[src/rtl/lcm_pkg.sv]
package lcm_pkg;
  typedef enum logic {
    CODE_MANCH   = 1'b0,
    CODE_BIPHASE = 1'b1
  } code_e;
endpackage

[src/rtl/lcm_shifter.sv]
module lcm_shifter #(
  parameter int DATA_W = 8
) (
  input  logic              clk,
  input  logic              rst_n,
  input  logic              load_i,
  input  logic [DATA_W-1:0] data_i,
  input  logic              shift_i,
  input  logic              flush_i,
  output logic              empty_o,
  output logic              msb_o
);
  localparam int CW = $clog2(DATA_W + 1);

  logic [DATA_W-1:0] data_q, data_n;
  logic [CW-1:0]     cnt_q, cnt_n;
  logic              upd;

  always_comb begin
    data_n = data_q;
    cnt_n  = cnt_q;
    if (load_i) begin
      data_n = data_i;
      cnt_n  = CW'(DATA_W);
    end else if (flush_i) begin
      cnt_n  = '0;
    end else if (shift_i) begin
      data_n = {data_q[DATA_W-2:0], 1'b0};
      cnt_n  = cnt_q - 1'b1;
    end
  end

  assign upd = load_i | flush_i | shift_i;

  always_ff @(posedge clk or negedge rst_n) begin
    if (!rst_n) begin
      data_q <= '0;
      cnt_q  <= '0;
    end else if (upd) begin
      data_q <= data_n;
      cnt_q  <= cnt_n;
    end
  end

  assign empty_o = (cnt_q == '0);
  assign msb_o   = data_q[DATA_W-1];

  assert_shift_has_bit_R5: assert property (@(posedge clk) disable iff (!rst_n)
    shift_i |-> (cnt_q != '0));
  assert_load_only_empty_R2: assert property (@(posedge clk) disable iff (!rst_n)
    load_i |=> (cnt_q == CW'(DATA_W)));
endmodule

[src/rtl/lcm_bitcount.sv]
module lcm_bitcount #(
  parameter int CNT_W = 4
) (
  input  logic             clk,
  input  logic             rst_n,
  input  logic             start_i,
  input  logic [CNT_W-1:0] len_i,
  input  logic             dec_i,
  output logic             last_o
);
  logic [CNT_W-1:0] rem_q, rem_n;
  logic             upd;

  always_comb begin
    rem_n = rem_q;
    if (start_i)    rem_n = len_i;
    else if (dec_i) rem_n = rem_q - 1'b1;
  end

  assign upd = start_i | dec_i;

  always_ff @(posedge clk or negedge rst_n) begin
    if (!rst_n)   rem_q <= '0;
    else if (upd) rem_q <= rem_n;
  end

  assign last_o = (rem_q == '0);

  assert_no_dec_past_zero_R6: assert property (@(posedge clk) disable iff (!rst_n)
    dec_i |-> (rem_q != '0));
endmodule

[src/rtl/lcm_encoder.sv]
module lcm_encoder
  import lcm_pkg::*;
(
  input  code_e mode_i,
  input  logic  new_bit_i,
  input  logic  cur_bit_i,
  input  logic  prev_lvl_i,
  output logic  first_o,
  output logic  second_o
);
  always_comb begin
    if (mode_i == CODE_MANCH) begin
      first_o  = new_bit_i;
      second_o = ~cur_bit_i;
    end else begin
      first_o  = ~prev_lvl_i;
      second_o = cur_bit_i ? prev_lvl_i : ~prev_lvl_i;
    end
  end
endmodule

[src/rtl/linecode_modulator.sv]
module linecode_modulator
  import lcm_pkg::*;
#(
  parameter int DATA_W = 8,
  parameter int CNT_W  = 4
) (
  input  logic              clk,
  input  logic              rst_n,
  input  logic              load_valid,
  output logic              load_ready,
  input  logic [DATA_W-1:0] load_data,
  input  logic              half_tick,
  input  logic              code_sel,
  input  logic [CNT_W-1:0]  bit_count,
  output logic              line_out,
  output logic              done
);
  logic rst_meta, rst_s;

  always_ff @(posedge clk or negedge rst_n) begin
    if (!rst_n) begin
      rst_meta <= 1'b0;
      rst_s    <= 1'b0;
    end else begin
      rst_meta <= 1'b1;
      rst_s    <= rst_meta;
    end
  end

  logic  busy_q, busy_n, phase_q, phase_n, cur_q, cur_n;
  logic  line_q, line_n, done_q, done_n;
  code_e mode_q, mode_n, mode_eff;
  logic  empty, msb, last, first_lvl, second_lvl;
  logic  start_frame, end_bit, next_bit, finish, mid, begin_bit, load_acc;

  assign load_ready  = empty;
  assign load_acc    = load_valid & empty;
  assign start_frame = ~busy_q & half_tick & ~empty;
  assign end_bit     = busy_q & phase_q & half_tick;
  assign finish      = end_bit & last;
  assign next_bit    = end_bit & ~last & ~empty;
  assign mid         = busy_q & ~phase_q & half_tick;
  assign begin_bit   = start_frame | next_bit;
  assign mode_eff    = start_frame ? code_e'(code_sel) : mode_q;

  lcm_shifter #(.DATA_W(DATA_W)) u_shift (
    .clk(clk), .rst_n(rst_s), .load_i(load_acc), .data_i(load_data),
    .shift_i(begin_bit), .flush_i(finish), .empty_o(empty), .msb_o(msb)
  );

  lcm_bitcount #(.CNT_W(CNT_W)) u_count (
    .clk(clk), .rst_n(rst_s), .start_i(start_frame), .len_i(bit_count),
    .dec_i(next_bit), .last_o(last)
  );

  lcm_encoder u_enc (
    .mode_i(mode_eff), .new_bit_i(msb), .cur_bit_i(cur_q),
    .prev_lvl_i(line_q), .first_o(first_lvl), .second_o(second_lvl)
  );

  always_comb begin
    busy_n  = busy_q;
    phase_n = phase_q;
    cur_n   = cur_q;
    line_n  = line_q;
    mode_n  = mode_eff;
    done_n  = finish;
    if (begin_bit) begin
      busy_n  = 1'b1;
      phase_n = 1'b0;
      cur_n   = msb;
      line_n  = first_lvl;
    end else if (mid) begin
      phase_n = 1'b1;
      line_n  = second_lvl;
    end else if (finish) begin
      busy_n  = 1'b0;
      line_n  = 1'b0;
    end
  end

  always_ff @(posedge clk or negedge rst_s) begin
    if (!rst_s) begin
      busy_q  <= 1'b0;
      phase_q <= 1'b0;
      cur_q   <= 1'b0;
      line_q  <= 1'b0;
      mode_q  <= CODE_MANCH;
      done_q  <= 1'b0;
    end else begin
      done_q <= done_n;
      if (half_tick) begin
        busy_q  <= busy_n;
        phase_q <= phase_n;
        cur_q   <= cur_n;
        line_q  <= line_n;
        mode_q  <= mode_n;
      end
    end
  end

  assign line_out = line_q;
  assign done     = done_q;

  assert_done_single_R6: assert property (@(posedge clk) disable iff (!rst_s)
    done_q |=> !done_q);
  assert_done_idle_low_R6: assert property (@(posedge clk) disable iff (!rst_s)
    done_q |-> !line_q);
  assert_mode_held_R7: assert property (@(posedge clk) disable iff (!rst_s)
    (busy_q && $past(busy_q)) |-> $stable(mode_q));
  assert_manch_mid_edge_R3: assert property (@(posedge clk) disable iff (!rst_s)
    (mid && mode_q == CODE_MANCH) |=> (line_q != $past(line_q)));
  assert_biphase_bound_edge_R4: assert property (@(posedge clk) disable iff (!rst_s)
    (next_bit && mode_q == CODE_BIPHASE) |=> (line_q != $past(line_q)));
endmodule

[config.mk]
export PLATFORM = sky130hd
export DESIGN_NAME = linecode_modulator
export DESIGN_NICKNAME = d
export VERILOG_FILES = /design/src/rtl/lcm_pkg.sv /design/src/rtl/lcm_shifter.sv /design/src/rtl/lcm_bitcount.sv /design/src/rtl/lcm_encoder.sv /design/src/rtl/linecode_modulator.sv
export SDC_FILE = /design/constraint.sdc
export NUM_CORES = 1
export LEC_CHECK = 0
export BUFFER_PORTS_ARGS = -buffer_cell sky130_fd_sc_hd__buf_2
export CAP_MARGIN = 20
export CORE_AREA = 2 2 53 55
export CTS_CLUSTER_DIAMETER = 150
export DETAILED_ROUTE_END_ITERATION = 10
export DIE_AREA = 0 0 55 57
export GPL_TIMING_DRIVEN = 0
export PLACE_DENSITY = 0.71
export REMOVE_ABC_BUFFERS = 1
export SLEW_MARGIN = 25
export SYNTH_ARGS = -nofsm -noshare
export SYNTH_HDL_FRONTEND = slang
export SYNTH_SLANG_ARGS = --single-unit
[constraint.sdc]
create_clock -name clk -period 1.37 [get_ports clk]
set_clock_uncertainty 0.2 [all_clocks]
set_input_delay 0.0685 -clock clk [delete_from_list [all_inputs] [get_ports clk]]
set_output_delay 0.0685 -clock clk [all_outputs]
set_load 0.05 [all_outputs]
# After elaboration in Yosys (flattened, before gate mapping)
# Index checks and enable logic that the tools add are counted.
classes:
  add_sub_neg: 2
  eq_ne: 3
  n_mux: 19
  n_bitwise: 19
  reduce_logical: 15
op_table:
  columns: ["cell", "count"]
  rows:
  - ["two-way mux 8 bit", 3]
  - ["two-way mux 4 bit", 5]
  - ["two-way mux 1 bit", 11]
  - ["bitwise AND 1 bit", 10]
  - ["AND reduction 3 bit", 3]
  - ["zero test 4 bit", 2]
  - ["AND reduction 2 bit", 4]
  - ["nonzero test 2 bit", 4]
  - ["subtractor 4 x 1 -> 4 bit (second input constant)", 2]
  - ["inverter 1 bit", 6]
  - ["nonzero test 3 bit", 2]
  - ["inequality test 2 x 1 -> 1 bit (second input constant)", 2]
  - ["inequality test 4 bit (second input constant)", 1]
  - ["bitwise OR 1 bit", 3]
totals:
  regBits: 24
  output_inout_bits: 3
  word_cells: 69

# Logic depth before layout (Yosys ltp)
logic_depth:
  ltp_word: 8
  mapped_depth: 9

# Hierarchy
# From an unflattened synthesis, not the netlist that was laid out.
unflattened:
  cells_unflattened: 112
  area_unflattened_um2: 1229.9
modules_own_cells:
  columns: ["mod", "instances", "cells_each", "area_per_inst_um2"]
  rows:
  - ["lcm_shifter", 1, 56, 604.3]
  - ["linecode_modulator", 1, 31, 369.1]
  - ["lcm_bitcount", 1, 21, 230.2]
  - ["lcm_encoder", 1, 4, 26.3]

# Worst setup path after synthesis
# No wires, ideal clock.
synth_timing:
  path_type: "register to register"
  startpoint: "reg u_shift.cnt_q[0]"
  endpoint: "reg u_shift.data_q[3]"
  setup_time_ns: 0.122
  arrival_time_ns: 1.745
  t_required_ns: 1.048
  path_slack_ns: -0.698
  stages_incl_launch_ff: 10
  path_buffers: 2
  period_less_slack_ns: 2.068
  path_cell_list: "dfrtp_1 inv_1 ha_1 or3b_1 buf_6 inv_2 nand2_2 buf_6 nor2_1 a21oi_1"
synth_between:
  elab_chain_len: 6
synth_lines:
  columns: ["element", "line_no", "text"]
  rows:
  - ["start: declaration", "lcm_shifter.sv:16", "logic [CW-1:0] cnt_q, cnt_n;"]
  - ["start signal: assignment", "lcm_shifter.sv:41", "cnt_q <= cnt_n;"]
  - ["zero test 4 bit (*)", "lcm_shifter.sv:45", "assign empty_o = (cnt_q == '0);"]
  - ["via load_ready", "linecode_modulator.sv:10", "output logic load_ready,"]
  - ["inverter 1 bit", "linecode_modulator.sv:38, linecode_modulator.sv:41", null]
  - ["bitwise AND 1 bit, on equally long branches", "linecode_modulator.sv:38, linecode_modulator.sv:41", null]
  - ["bitwise OR 1 bit", "linecode_modulator.sv:43", "assign begin_bit = start_frame | next_bit;"]
  - ["nonzero test 2 bit (no line) / bitwise OR 1 bit (equally long branches)", null, null]
  - ["AND reduction 3 bit (no line)", null, null]
  - ["end signal: assignment", "lcm_shifter.sv:40", "data_q <= data_n;"]
  - ["end: declaration", "lcm_shifter.sv:15", "logic [DATA_W-1:0] data_q, data_n;"]
# Mark *: on every way through the listed nets, which the timed path passes. The rest lies on a longest branch.
# A chain may end at the register's enable or synchronous reset.

# Final worst setup path
layout_timing:
  startpoint: "reg u_shift.cnt_q[1]"
  endpoint: "out load_ready"
layout_between:
  elab_chain_len: 1
layout_lines:
  columns: ["element", "line_no"]
  rows:
  - ["zero test 4 bit", "lcm_shifter.sv:45"]
  - ["end: declaration", "linecode_modulator.sv:10"]
# Every way passes these cells.

==> key figures <==
Clocking
  – Max clock buf depth: 2
  – H-tree depth: 1
  – Root Driver: clkbuf_4
  – TritonCTS clock tree: done
  – Clock Latency Late Sink: 0.32 ns
  – CTS Buf Count: 3
  – # clock sinks: 24
  – Clock slew seen by the registers of the worst setup and hold paths: 0.14 ns

Critical path
  – Critical Path RT: 1.10 ns
  – Crit-path max FO: 7
  – Worst Path Arrival: 1.77 ns
  – CP peak stage delay: 0.45 ns
  – Setup CP Type: reg2out
  – CP startpoint kind: register
  – Crit-path cells: inv_1 > ha_2 > or3b_4 > inv_2 > buf_6
  – Slowest CP cell: or3b_4
  – Setup crit end kind: primary output
  – R2R depth: 7

Timing
  – Worst-Margin Slew: 0.903 ns
  – Final hold vios: 0
  – Slew Limit Fails: 0
  – Endpoints failing setup: 22
  – RSZ-0062 raised after global routing: true
  – Setup ws final: -0.671 ns
  – Min Tclk post-route: 2.04 ns
  – Max Freq: 490 MHz
  – Slew headroom: 39.8%
  – Fin Setup TNS: -12.35 ns
  – Tcrit/Tclk final: 149%

Synthesis
  – Post-synth cell types: 34
  – Syn avg cell area: 9.39 µm²
  – Async SR Flop Fraction: 100%
  – Seq/Total Area, Yosys: 49.9%
  – Synth top area share: 49.9%
  – Synth Flop Type: dfrtp_1
  – Synthesized flop and latch total: 24
  – Post-synth EDFFs: 0
  – Syn Inst Count: 128
  – Top post-synthesis cells by area: dfrtp_1 (50%), nand2_1 (4.1%), nand3_1 (3.7%)
  – Commonest cells in the netlist: dfrtp_1 (24), nand2_1 (13), inv_1 (11), nor2_1 (11), nand3_1 (9)
  – Synth area leader: dfrtp_1
  – Synth Cell Area: 0.00120 mm²
  – Ys Warns: 0
  – Most common cell in the synthesized netlist: dfrtp_1

Drt
  – Post-Route WL: 3.12 mm
  – DRC violations left: 0
  – Uppermost layer routed: met4
  – WL/cell: 15.2 µm
  – Met1 Wirelength: 1.30 mm
  – Met2 wire len: 1.67 mm
  – Antenna viol nets, final: 0
  – DR WL met3: 121 µm
  – DR iter-0 viols: 17
  – Drt pass-1 iters: 4
  – Vias post-DR: 1143
  – DR vias/cell: 5.58

Placement
  – I/O Buffers: 19
  – Dpl hpwl: 1.71 mm
  – Final GP Congestion: 0.730
  – Dpl ws: -0.903 ns

Final layout
  – Final Util: 64.9%
  – Share of layout cells above drive strength 1: 30.5%
  – Area Growth Syn to Fin: 41.2%
  – Antenna Cells: 0
  – Final #Nets: 195

Power
  – Clock power frac: 10.1%
  – Cell internal pwr: 2.11 mW
  – Final Power: 3.73 mW
  – Reg power frac: 34.5%
  – Worst vdd ir: 0.00126 V
  – Leakage: 0.784 nW
  – Power Density: 2200 mW/mm²
  – Sw Ratio: 43.4%
  – Combinational share of power: 55.4%
  – Switch Pwr: 1.62 mW

Die
  – Initial Util: 46.0%
  – FP Rows: 19
  – Core ar.: 0.00262 mm²
  – Die Wd: 55 µm
  – Die area: 0.00314 mm²
  – Die height: 57 µm
  – I/O pin count: 20

Global route
  – Total grt overflow: 0
  – Pin count of the biggest net entering global routing: 24
  – Vias in the first global route: 1082
  – GRT Resource Usage Total: 20.7%
  – Initial antenna violation count: 0
  – First-pass GRT wire length: 4.67 mm

Run
  – Max Cap Viol: 0

Min path
  – Worst Hold Depth: 4
  – Hold Path Class: in2reg

Run status
  – Failing checks: setup timing
  – Status: finished, violations left
## kinds of logic after synthesis
kind of cell / synth area share (%)
xor gates and xnor gates: 0.729
other: 0.312
adders and majority gates: 3.12
DFF: 49.9
buffers and inverters: 7.60
and+or+nand+nor: 19.5
AOI/OAI and AO/OA: 18.8
## flip-flops by register name, summed over array words and instances (netlist names)
register        flops
phase_q             1
line_out            1
rst_s               1
mode_q              1
rst_meta            1
u_shift.data_q      8
cur_q               1
done                1
busy_q              1
u_count.rem_q       4
u_shift.cnt_q       4
## stage by stage
step | hold WS [ns] | instance area, µm² | std cells
detailed placement | -0.344 | 1290 | 173
floorplan | -0.427 | 1160 | 123
global placement | -0.346 | 1290 | 173
CTS | 0.000915 | 1600 | 200
global route | 0.0363 | 1700 | 205
finish | 0.0167 | 1700 | 205
## final cells by class
type	instances	area (µm²)
multi-input cells	90	637
clock buffers	4	36.3
flip-flops and latches	24	601
inverters	12	45.0
well taps	31	38.8
fillers	209	917
repair buffers	44	340
## layer usage
| metal | vias to the layer above | track usage, % |
|---|---|---|
| li1 | 552 | - |
| met1 | 556 | 24.3 |
| met2 | 31 | 36.9 |
| met3 | 4 | 3.14 |
| met4 | 0 | 7.67 |
| met5 | - | 0 |
## path summary, 6_finish.rpt
| kind | slack, ns | startpoint | endpoint |
|---|---|---|---|
| min in group asynchronous | 0.18 | rst_s | line_out |
| setup / recovery | -0.67 | u_shift.cnt_q[1] | load_ready |
| hold reg to reg | 0.18 | rst_s | line_out |
| setup reg to reg | -0.66 | u_shift.cnt_q[1] | line_out |
| hold / removal | 0.02 | half_tick | u_shift.cnt_q[2] |
| max in group asynchronous | 0.24 | rst_s | done |
## critical path, delay by kind of cell (launching register included)
family	cells	cell delay, ns
simple gates	1	0.45
fa+ha+maj	1	0.17
flops	1	0.42
buf+inv	3	0.43
## power groups by stage
stage / registers [mW] / clock network, mW / logic [mW]
after floorplan: 1.27 / 0 / 1.08
after CTS: 1.27 / 0.384 / 1.76
after global placement: 1.26 / 0 / 1.34
after detailed placement: 1.28 / 0 / 1.42
after global routing: 1.33 / 0.413 / 2.28
final: 1.29 / 0.377 / 2.07
## placed cells by master, fill, tap and decap left out, drive strengths merged, types with 2 or more instances in the layout
master       instances
ha                   3
nand4                3
nand2               14
a31oi                6
dfrtp               24
dlygate4sd3         18
inv                 12
clkbuf               5
o21ai               10
nor2                11
nor3                 2
o211ai               2
and4                 2
o22ai                6
a21oi                8
nand3               10
buf                 25
## timing repair
item / in CTS / in global routing
setup endpoints to repair: 22 / 22
endpoints found under the hold margin: 19 / 7
setup buffers: 5 / 2
hold buffers: 17 / 1
resized for setup: 13 / 13
pin swaps: 6 / 3
cloned: 1 / 2
(Power assumes the default switching activity.)
